## src/rtl/irqarb_pkg.sv

```systemverilog
package irqarb_pkg;

  typedef enum logic [1:0] {
    GOP_HOLD  = 2'd0,
    GOP_CLR   = 2'd1,
    GOP_SET   = 2'd2,
    GOP_WRITE = 2'd3
  } gie_op_e;

  // offset of maskable position idx: one slot above the default slot
  function automatic logic [7:0] slot_offset(input logic [7:0] base, input int idx);
    logic [7:0] step;
    step = 8'((idx + 1) * 2);
    return base + step;
  endfunction

endpackage

```

## src/rtl/irqarb_rst_sync.sv

```systemverilog
module irqarb_rst_sync (
  input  logic clk,
  input  logic rst_n,
  output logic rst_n_sync
);
  logic [1:0] sync_q;

  always_ff @(posedge clk or negedge rst_n) begin
    if (!rst_n) sync_q <= 2'b00;
    else        sync_q <= {sync_q[0], 1'b1};
  end

  assign rst_n_sync = sync_q[1];
endmodule

```

## src/rtl/irqarb_src_bank.sv

```systemverilog
module irqarb_src_bank #(
  parameter int              NSRC = 14,
  parameter logic [NSRC-1:0] RESV = 14'h2080
) (
  input  logic            clk,
  input  logic            rst_n,
  input  logic [NSRC-1:0] evt_i,
  input  logic            pnd_we_i,
  input  logic            en_we_i,
  input  logic [NSRC-1:0] wdata_i,
  output logic [NSRC-1:0] pnd_o,
  output logic [NSRC-1:0] en_o,
  output logic [NSRC-1:0] act_o
);

  for (genvar g = 0; g < NSRC; g++) begin : g_src
    logic pnd_q, pnd_d, en_q, en_d, keep;

    always_comb begin
      keep  = !(pnd_we_i && !wdata_i[g]);
      pnd_d = (evt_i[g] || (pnd_q && keep)) && !RESV[g];
      en_d  = (en_we_i ? wdata_i[g] : en_q) && !RESV[g];
    end

    always_ff @(posedge clk or negedge rst_n) begin
      if (!rst_n) begin
        pnd_q <= 1'b0;
        en_q  <= 1'b0;
      end else begin
        pnd_q <= pnd_d;
        en_q  <= en_d;
      end
    end

    assign pnd_o[g] = pnd_q;
    assign en_o[g]  = en_q;
    assign act_o[g] = pnd_q && en_q;

    if (!RESV[g]) begin : g_chk
      AST_EVENT_BEATS_CLEAR: assert property (@(posedge clk) disable iff (!rst_n)
        evt_i[g] |=> pnd_o[g]);
      AST_WRITE_NEVER_SETS: assert property (@(posedge clk) disable iff (!rst_n)
        (!pnd_o[g] && !evt_i[g]) |=> !pnd_o[g]);
    end
  end

endmodule

```

## src/rtl/irqarb_prio_enc.sv

```systemverilog
module irqarb_prio_enc #(
  parameter int         NSRC     = 14,
  parameter logic [7:0] VEC_BASE = 8'hE0
) (
  input  logic [NSRC-1:0] act_i,
  input  logic            trap_i,
  output logic [7:0]      off_o
);
  import irqarb_pkg::*;

  localparam logic [7:0] TRAP_OFF = slot_offset(VEC_BASE, NSRC);

  always_comb begin
    off_o = VEC_BASE;
    for (int i = 0; i < NSRC; i++) begin
      if (act_i[i]) off_o = slot_offset(VEC_BASE, i);
    end
    if (trap_i) off_o = TRAP_OFF;
  end

endmodule

```

## src/rtl/irqarb_ctrl.sv

```systemverilog
module irqarb_ctrl (
  input  logic       clk,
  input  logic       rst_n,
  input  logic       any_act_i,
  input  logic [7:0] enc_off_i,
  input  logic       trap_i,
  input  logic       gie_we_i,
  input  logic       gie_wdata_i,
  input  logic       boundary_i,
  input  logic       ack_i,
  input  logic       vis_i,
  input  logic       reti_i,
  input  logic       rpnd_i,
  output logic       trap_pnd_o,
  output logic       irq_o,
  output logic [7:0] vec_off_o,
  output logic       vec_vld_o,
  output logic       gie_o
);
  import irqarb_pkg::*;

  logic       gie_q, gie_d;
  logic       trap_q, trap_d;
  logic       svc_q, svc_d;
  logic       irq_q, irq_d;
  logic [7:0] vec_q, vec_d;
  logic       vld_q, vld_d;
  logic       req;
  gie_op_e    gop;

  always_comb begin
    if (ack_i)         gop = GOP_CLR;
    else if (reti_i)   gop = GOP_SET;
    else if (gie_we_i) gop = GOP_WRITE;
    else               gop = GOP_HOLD;

    case (gop)
      GOP_CLR:   gie_d = 1'b0;
      GOP_SET:   gie_d = 1'b1;
      GOP_WRITE: gie_d = gie_wdata_i;
      default:   gie_d = gie_q;
    endcase

    trap_d = trap_i || (trap_q && !rpnd_i);
    svc_d  = !rpnd_i && (svc_q || (ack_i && trap_q));

    req = (trap_q && !svc_q) || (any_act_i && gie_q && !trap_q);

    if (ack_i)           irq_d = 1'b0;
    else if (boundary_i) irq_d = req;
    else                 irq_d = irq_q;

    vec_d = vis_i ? enc_off_i : vec_q;
    vld_d = vis_i;
  end

  always_ff @(posedge clk or negedge rst_n) begin
    if (!rst_n) begin
      gie_q  <= 1'b0;
      trap_q <= 1'b0;
      svc_q  <= 1'b0;
      irq_q  <= 1'b0;
      vec_q  <= 8'h00;
      vld_q  <= 1'b0;
    end else begin
      gie_q  <= gie_d;
      trap_q <= trap_d;
      svc_q  <= svc_d;
      irq_q  <= irq_d;
      vec_q  <= vec_d;
      vld_q  <= vld_d;
    end
  end

  assign trap_pnd_o = trap_q;
  assign irq_o      = irq_q;
  assign vec_off_o  = vec_q;
  assign vec_vld_o  = vld_q;
  assign gie_o      = gie_q;

  AST_IRQ_ONLY_AT_BOUNDARY: assert property (@(posedge clk) disable iff (!rst_n)
    !boundary_i |=> !$rose(irq_o));
  AST_NO_MASKED_IN_TRAP: assert property (@(posedge clk) disable iff (!rst_n)
    (boundary_i && svc_q && !ack_i) |=> !irq_o);
  AST_ACK_DROPS_GIE: assert property (@(posedge clk) disable iff (!rst_n)
    ack_i |=> !gie_o);
  AST_RETI_RAISES_GIE: assert property (@(posedge clk) disable iff (!rst_n)
    (reti_i && !ack_i) |=> gie_o);
  AST_TRAP_STICKY: assert property (@(posedge clk) disable iff (!rst_n)
    (trap_pnd_o && !rpnd_i) |=> trap_pnd_o);
  AST_VEC_PULSE: assert property (@(posedge clk) disable iff (!rst_n)
    vec_vld_o |-> (vec_off_o[0] == 1'b0));

endmodule

```

## src/rtl/irq_vec_arbiter.sv

```systemverilog
module irq_vec_arbiter #(
  parameter int              NSRC     = 14,
  parameter logic [NSRC-1:0] RESV     = 14'h2080,
  parameter logic [7:0]      VEC_BASE = 8'hE0
) (
  input  logic            clk,
  input  logic            rst_n,
  input  logic [NSRC-1:0] evt_i,
  input  logic            trap_i,
  input  logic            pnd_we_i,
  input  logic            en_we_i,
  input  logic [NSRC-1:0] wdata_i,
  input  logic            gie_we_i,
  input  logic            gie_wdata_i,
  input  logic            boundary_i,
  input  logic            ack_i,
  input  logic            vis_i,
  input  logic            reti_i,
  input  logic            rpnd_i,
  output logic            irq_o,
  output logic [7:0]      vec_off_o,
  output logic            vec_vld_o,
  output logic            gie_o,
  output logic [NSRC-1:0] pnd_o,
  output logic [NSRC-1:0] en_o
);
  import irqarb_pkg::*;

  logic            rst_n_s;
  logic [NSRC-1:0] act;
  logic [7:0]      enc_off;
  logic            trap_pnd;
  logic            resv_hit;

  irqarb_rst_sync u_rst (
    .clk        (clk),
    .rst_n      (rst_n),
    .rst_n_sync (rst_n_s)
  );

  irqarb_src_bank #(.NSRC(NSRC), .RESV(RESV)) u_bank (
    .clk      (clk),
    .rst_n    (rst_n_s),
    .evt_i    (evt_i),
    .pnd_we_i (pnd_we_i),
    .en_we_i  (en_we_i),
    .wdata_i  (wdata_i),
    .pnd_o    (pnd_o),
    .en_o     (en_o),
    .act_o    (act)
  );

  irqarb_prio_enc #(.NSRC(NSRC), .VEC_BASE(VEC_BASE)) u_enc (
    .act_i  (act),
    .trap_i (trap_pnd),
    .off_o  (enc_off)
  );

  irqarb_ctrl u_ctrl (
    .clk         (clk),
    .rst_n       (rst_n_s),
    .any_act_i   (|act),
    .enc_off_i   (enc_off),
    .trap_i      (trap_i),
    .gie_we_i    (gie_we_i),
    .gie_wdata_i (gie_wdata_i),
    .boundary_i  (boundary_i),
    .ack_i       (ack_i),
    .vis_i       (vis_i),
    .reti_i      (reti_i),
    .rpnd_i      (rpnd_i),
    .trap_pnd_o  (trap_pnd),
    .irq_o       (irq_o),
    .vec_off_o   (vec_off_o),
    .vec_vld_o   (vec_vld_o),
    .gie_o       (gie_o)
  );

  always_comb begin
    resv_hit = 1'b0;
    for (int i = 0; i < NSRC; i++) begin
      if (RESV[i] && vec_off_o == slot_offset(VEC_BASE, i)) resv_hit = 1'b1;
    end
  end

  AST_RESV_NEVER_VECTORED: assert property (@(posedge clk) disable iff (!rst_n_s)
    vec_vld_o |-> !resv_hit);
  AST_RESV_NEVER_PENDING: assert property (@(posedge clk) disable iff (!rst_n_s)
    (pnd_o & RESV) == '0);

endmodule

```

## config.mk

```make
export PLATFORM = sky130hd
export DESIGN_NAME = irq_vec_arbiter
export DESIGN_NICKNAME = d
export VERILOG_FILES = /design/src/rtl/irqarb_pkg.sv /design/src/rtl/irqarb_rst_sync.sv /design/src/rtl/irqarb_src_bank.sv /design/src/rtl/irqarb_prio_enc.sv /design/src/rtl/irqarb_ctrl.sv /design/src/rtl/irq_vec_arbiter.sv
export SDC_FILE = /design/constraint.sdc
export NUM_CORES = 1
export LEC_CHECK = 0
export ABC_AREA = 1
export BUFFER_PORTS_ARGS = -buffer_cell sky130_fd_sc_hd__buf_2
export CORE_MARGIN = 4
export CORE_UTILIZATION = 49
export DETAILED_ROUTE_END_ITERATION = 16
export PLACE_DENSITY = 0.76
export SETUP_SLACK_MARGIN = 0.15
export SYNTH_ARGS = -nofsm -noshare
export SYNTH_HDL_FRONTEND = slang
export SYNTH_HIERARCHICAL = 1
export SYNTH_SLANG_ARGS = --single-unit
export TNS_END_PERCENT = 10
```

## constraint.sdc

```tcl
create_clock -name clk -period 1.4 [get_ports clk]
set_input_delay 0.07 -clock clk [delete_from_list [all_inputs] [get_ports clk]]
set_output_delay 0.07 -clock clk [all_outputs]
set_load 0.005 [all_outputs]
```

==> summary.txt <==
Detailed routing
  • Pre-antenna DRT Iters: 4
  • DRT iter0 DRCs: 60
  • Wire per inst: 10.3 um
  • Max Used Layer: met4
  • Vias per cell: 4.26
  • WL final: 4120 um
  • Routed wl met2: 1960 um
  • DRT antenna net count: 0
  • DR vias: 1710
  • Met3 WL post-DR: 259 um
  • Post-Route M1 WL: 1790 um
  • DRC errors left: 0

Run
  • Max Cap Violations: 0

Place
  • DP Wirelength: 3050 um
  • Post-Place Worst Slack: -15.2 ps
  • Cell Area, Placed: 2300 um^2
  • RePlAce Congestion: 0.842
  • Port-buffer cells: 70

Timing
  • Final hold vios: 0
  • Slew Limit Fails: 0
  • RSZ-0062 raised after global routing: yes
  • Hold Slack: 37.9 ps
  • Setup ws final: -67.5 ps
  • Final Setup Violations: 1
  • Highest clock rate: 681 MHz
  • Final worst path period need: 1470 ps
  • Period utilization: 105%
  • Clock Skews: 4.29 ps

Critical path
  • Worst path arrival time: 1630 ps
  • Max FO, Critical Path: 3
  • Setup crit start kind: flop
  • Critical path class: flop to flop
  • CP Capture Type: flop
  • Worst EP required: 1570 ps

Clock tree
  • Clock root buffer: clkbuf_8
  • CTS sink cnt: 39
  • Clock transition at path regs: 70 ps
  • H-tree levels: 2
  • Clock Latency Late Sink: 280 ps
  • Max Root-Sink Buffers: 2
  • CTS Buf Count: 5
  • CTS tree: done

Global routing
  • Vias in the first global route: 1659
  • Total congestion overflow: 0
  • First-pass GRT wire length: 6840 um
  • Antenna violations before repair: 0
  • Overall routing resource usage: 16.0%
  • Pin count of the biggest net entering global routing: 25

Floorplan
  • Initial core utilization: 51.8%
  • Top-level port count: 79
  • DIE WIDTH: 73.9 um
  • FP Rows: 23
  • Full die area: 5470 um^2
  • Die height: 73.9 um
  • Core area: 4120 um^2

Synth
  • Synth warn: 6
  • Cell taking the most area after synthesis: dfrtp_1
  • Ranking of synthesized cells by area: dfrtp_1 (46%), nand2_1 (15%), buf_4 (12%), inv_1 (10%), nor2_1 (4.2%)
  • Unique cell type count in the Yosys netlist: 17
  • Avg Cell Area, Syn: 7.48 um^2
  • Synth top area share: 45.8%
  • Sequential area share after synthesis: 45.8%
  • Syn Inst Count: 285
  • Synth Register Bits: 39
  • Mapped Area: 2130 um^2

Status
  • Failing checks: negative setup slack
  • Status: finished with violations

Min path
  • Min-Delay Path Class: primary input to flop

Layout
  • Share of post-route cells with drive strength above 1: 27.9%
  • Commonest non-fill, non-tap cell in the layout: nand2_1
  • N_diodes: 0
  • Layout Nets: 390
  • Commonest non-fill, non-tap cells in the layout: nand2_1 (83), buf_2 (70), inv_1 (56), dfrtp_1 (38), nor2_1 (23)
  • Area growth syn-to-layout: 21.0%
  • Post-route cell area: 2580 um^2

Power and ir drop
  • Worst VDD drop: 947 uV
  • Leakage: 1.51 nW
  • Pwr per Cell Area: 1060 nW/um^2
-- Yosys cell counts --
cell type / count
o22ai_1: 1
inv_1: 59
nor2_1: 24
conb_1: 4
inv_2: 4
buf_4: 34
buf_2: 1
buf_6: 2
clkbuf_8: 1
nand2_1: 83
dfrtp_1: 39
nor4_1: 2
nand3_1: 6
or2_1: 1
o21ai_0: 10
a21oi_2: 8
a21oi_1: 6
-- kinds of logic (layout without fill, tap and decap cells) --
kind of cell / after synthesis / after routing / synth area share [%]
compound gates: 25 / 25 / 7.34
buf+inv: 101 / 160 / 25.0
other cells: 4 / 11 / 0.704
flops: 39 / 39 / 45.8
simple gates: 116 / 116 / 21.1
-- stage by stage --
stage	total power, W	TNS [ps]	cells	utilization [%]
after detailed placement	0.00175	-15.2	377	55.8
after global routing	0.00287	-306	401	62.6
after CTS	0.00275	-29.7	401	62.6
after floorplan	0.00165	0	292	-
after global placement	0.00174	0	377	55.8
final	0.00272	-67.5	401	62.6
-- worst max-delay path: stages, from the launching register on --
cell and delay (ps):
dfrtp_1 400, nand2_1 90, inv_1 60, nand2_1 70, nand2_1 50, nand2_1 50
nand2_1 50, nand2_1 60, nand2_1 50, nand2_1 50, nand2_1 50, nand2_1 50
nand2_1 50, nand2_1 50, nand2_1 40, nand2_1 50, nand2_1 40, nand2_1 50
o21ai_1 50
-- area by class of cell --
type / count / area (um^2)
clock buffer: 6 / 82.6
tap: 50 / 62.6
multi-input combinational: 152 / 651
sequential: 39 / 977
clock inverter: 2 / 35.0
timing repair buffer: 89 / 533
inverter: 63 / 236
fill: 391 / 1540
-- timing repair --
item                                    4_1_cts  5_1_grt
endpoints found under the setup margin        5        5
hold buffers                                 16        0
pin swaps                                     5        0
buffers inserted                              0        0
endpoints found under the hold margin        17        0
gates resized for setup                       1        3
-- metal layers --
metal,up-vias,GRT usage (%)
li1,910,-
met1,736,18.8
met2,54,28.1
met3,10,3.51
met4,0,7.24
met5,-,0
-- report_power, final --
part / switching (W) / internal (W) / total (W)
Combinational: 0.000274 / 0.000224 / 0.000497
Sequential: 0.0000543 / 0.00121 / 0.00127
Clock: 0.000377 / 0.000577 / 0.000954
-- registers in the layout (all words and copies together) (netlist names) --
| signal | flops |
|---|---|
| u_ctrl/svc_q | 1 |
| u_rst/sync_q | 2 |
| u_bank/g_src.en_q | 12 |
| u_ctrl/gie_o | 1 |
| u_ctrl/vec_off_o | 8 |
| u_bank/g_src.pnd_q | 12 |
| u_ctrl/irq_o | 1 |
| u_ctrl/vec_vld_o | 1 |
| u_ctrl/trap_pnd_o | 1 |
-- path summary, 6_finish.rpt --
path / cells after the start / slack (ps) / end / start
min in group asynchronous: 2 / 90 / u_rst/sync_q[0] / rst_n
worst max register to register: 18 / -70 / u_ctrl/vec_off_o[1] / u_bank/g_src[0].pnd_q
worst min register to register: 1 / 230 / u_bank/g_src[11].pnd_q / u_rst/sync_q[1]
worst max-delay path: 18 / -70 / u_ctrl/vec_off_o[1] / u_bank/g_src[0].pnd_q
max in group asynchronous: 1 / 970 / u_bank/g_src[10].en_q / u_rst/sync_q[1]
worst min-delay path: 3 / 40 / u_bank/g_src[6].en_q / wdata_i[6]
Power figures use the tool's default switching activity.
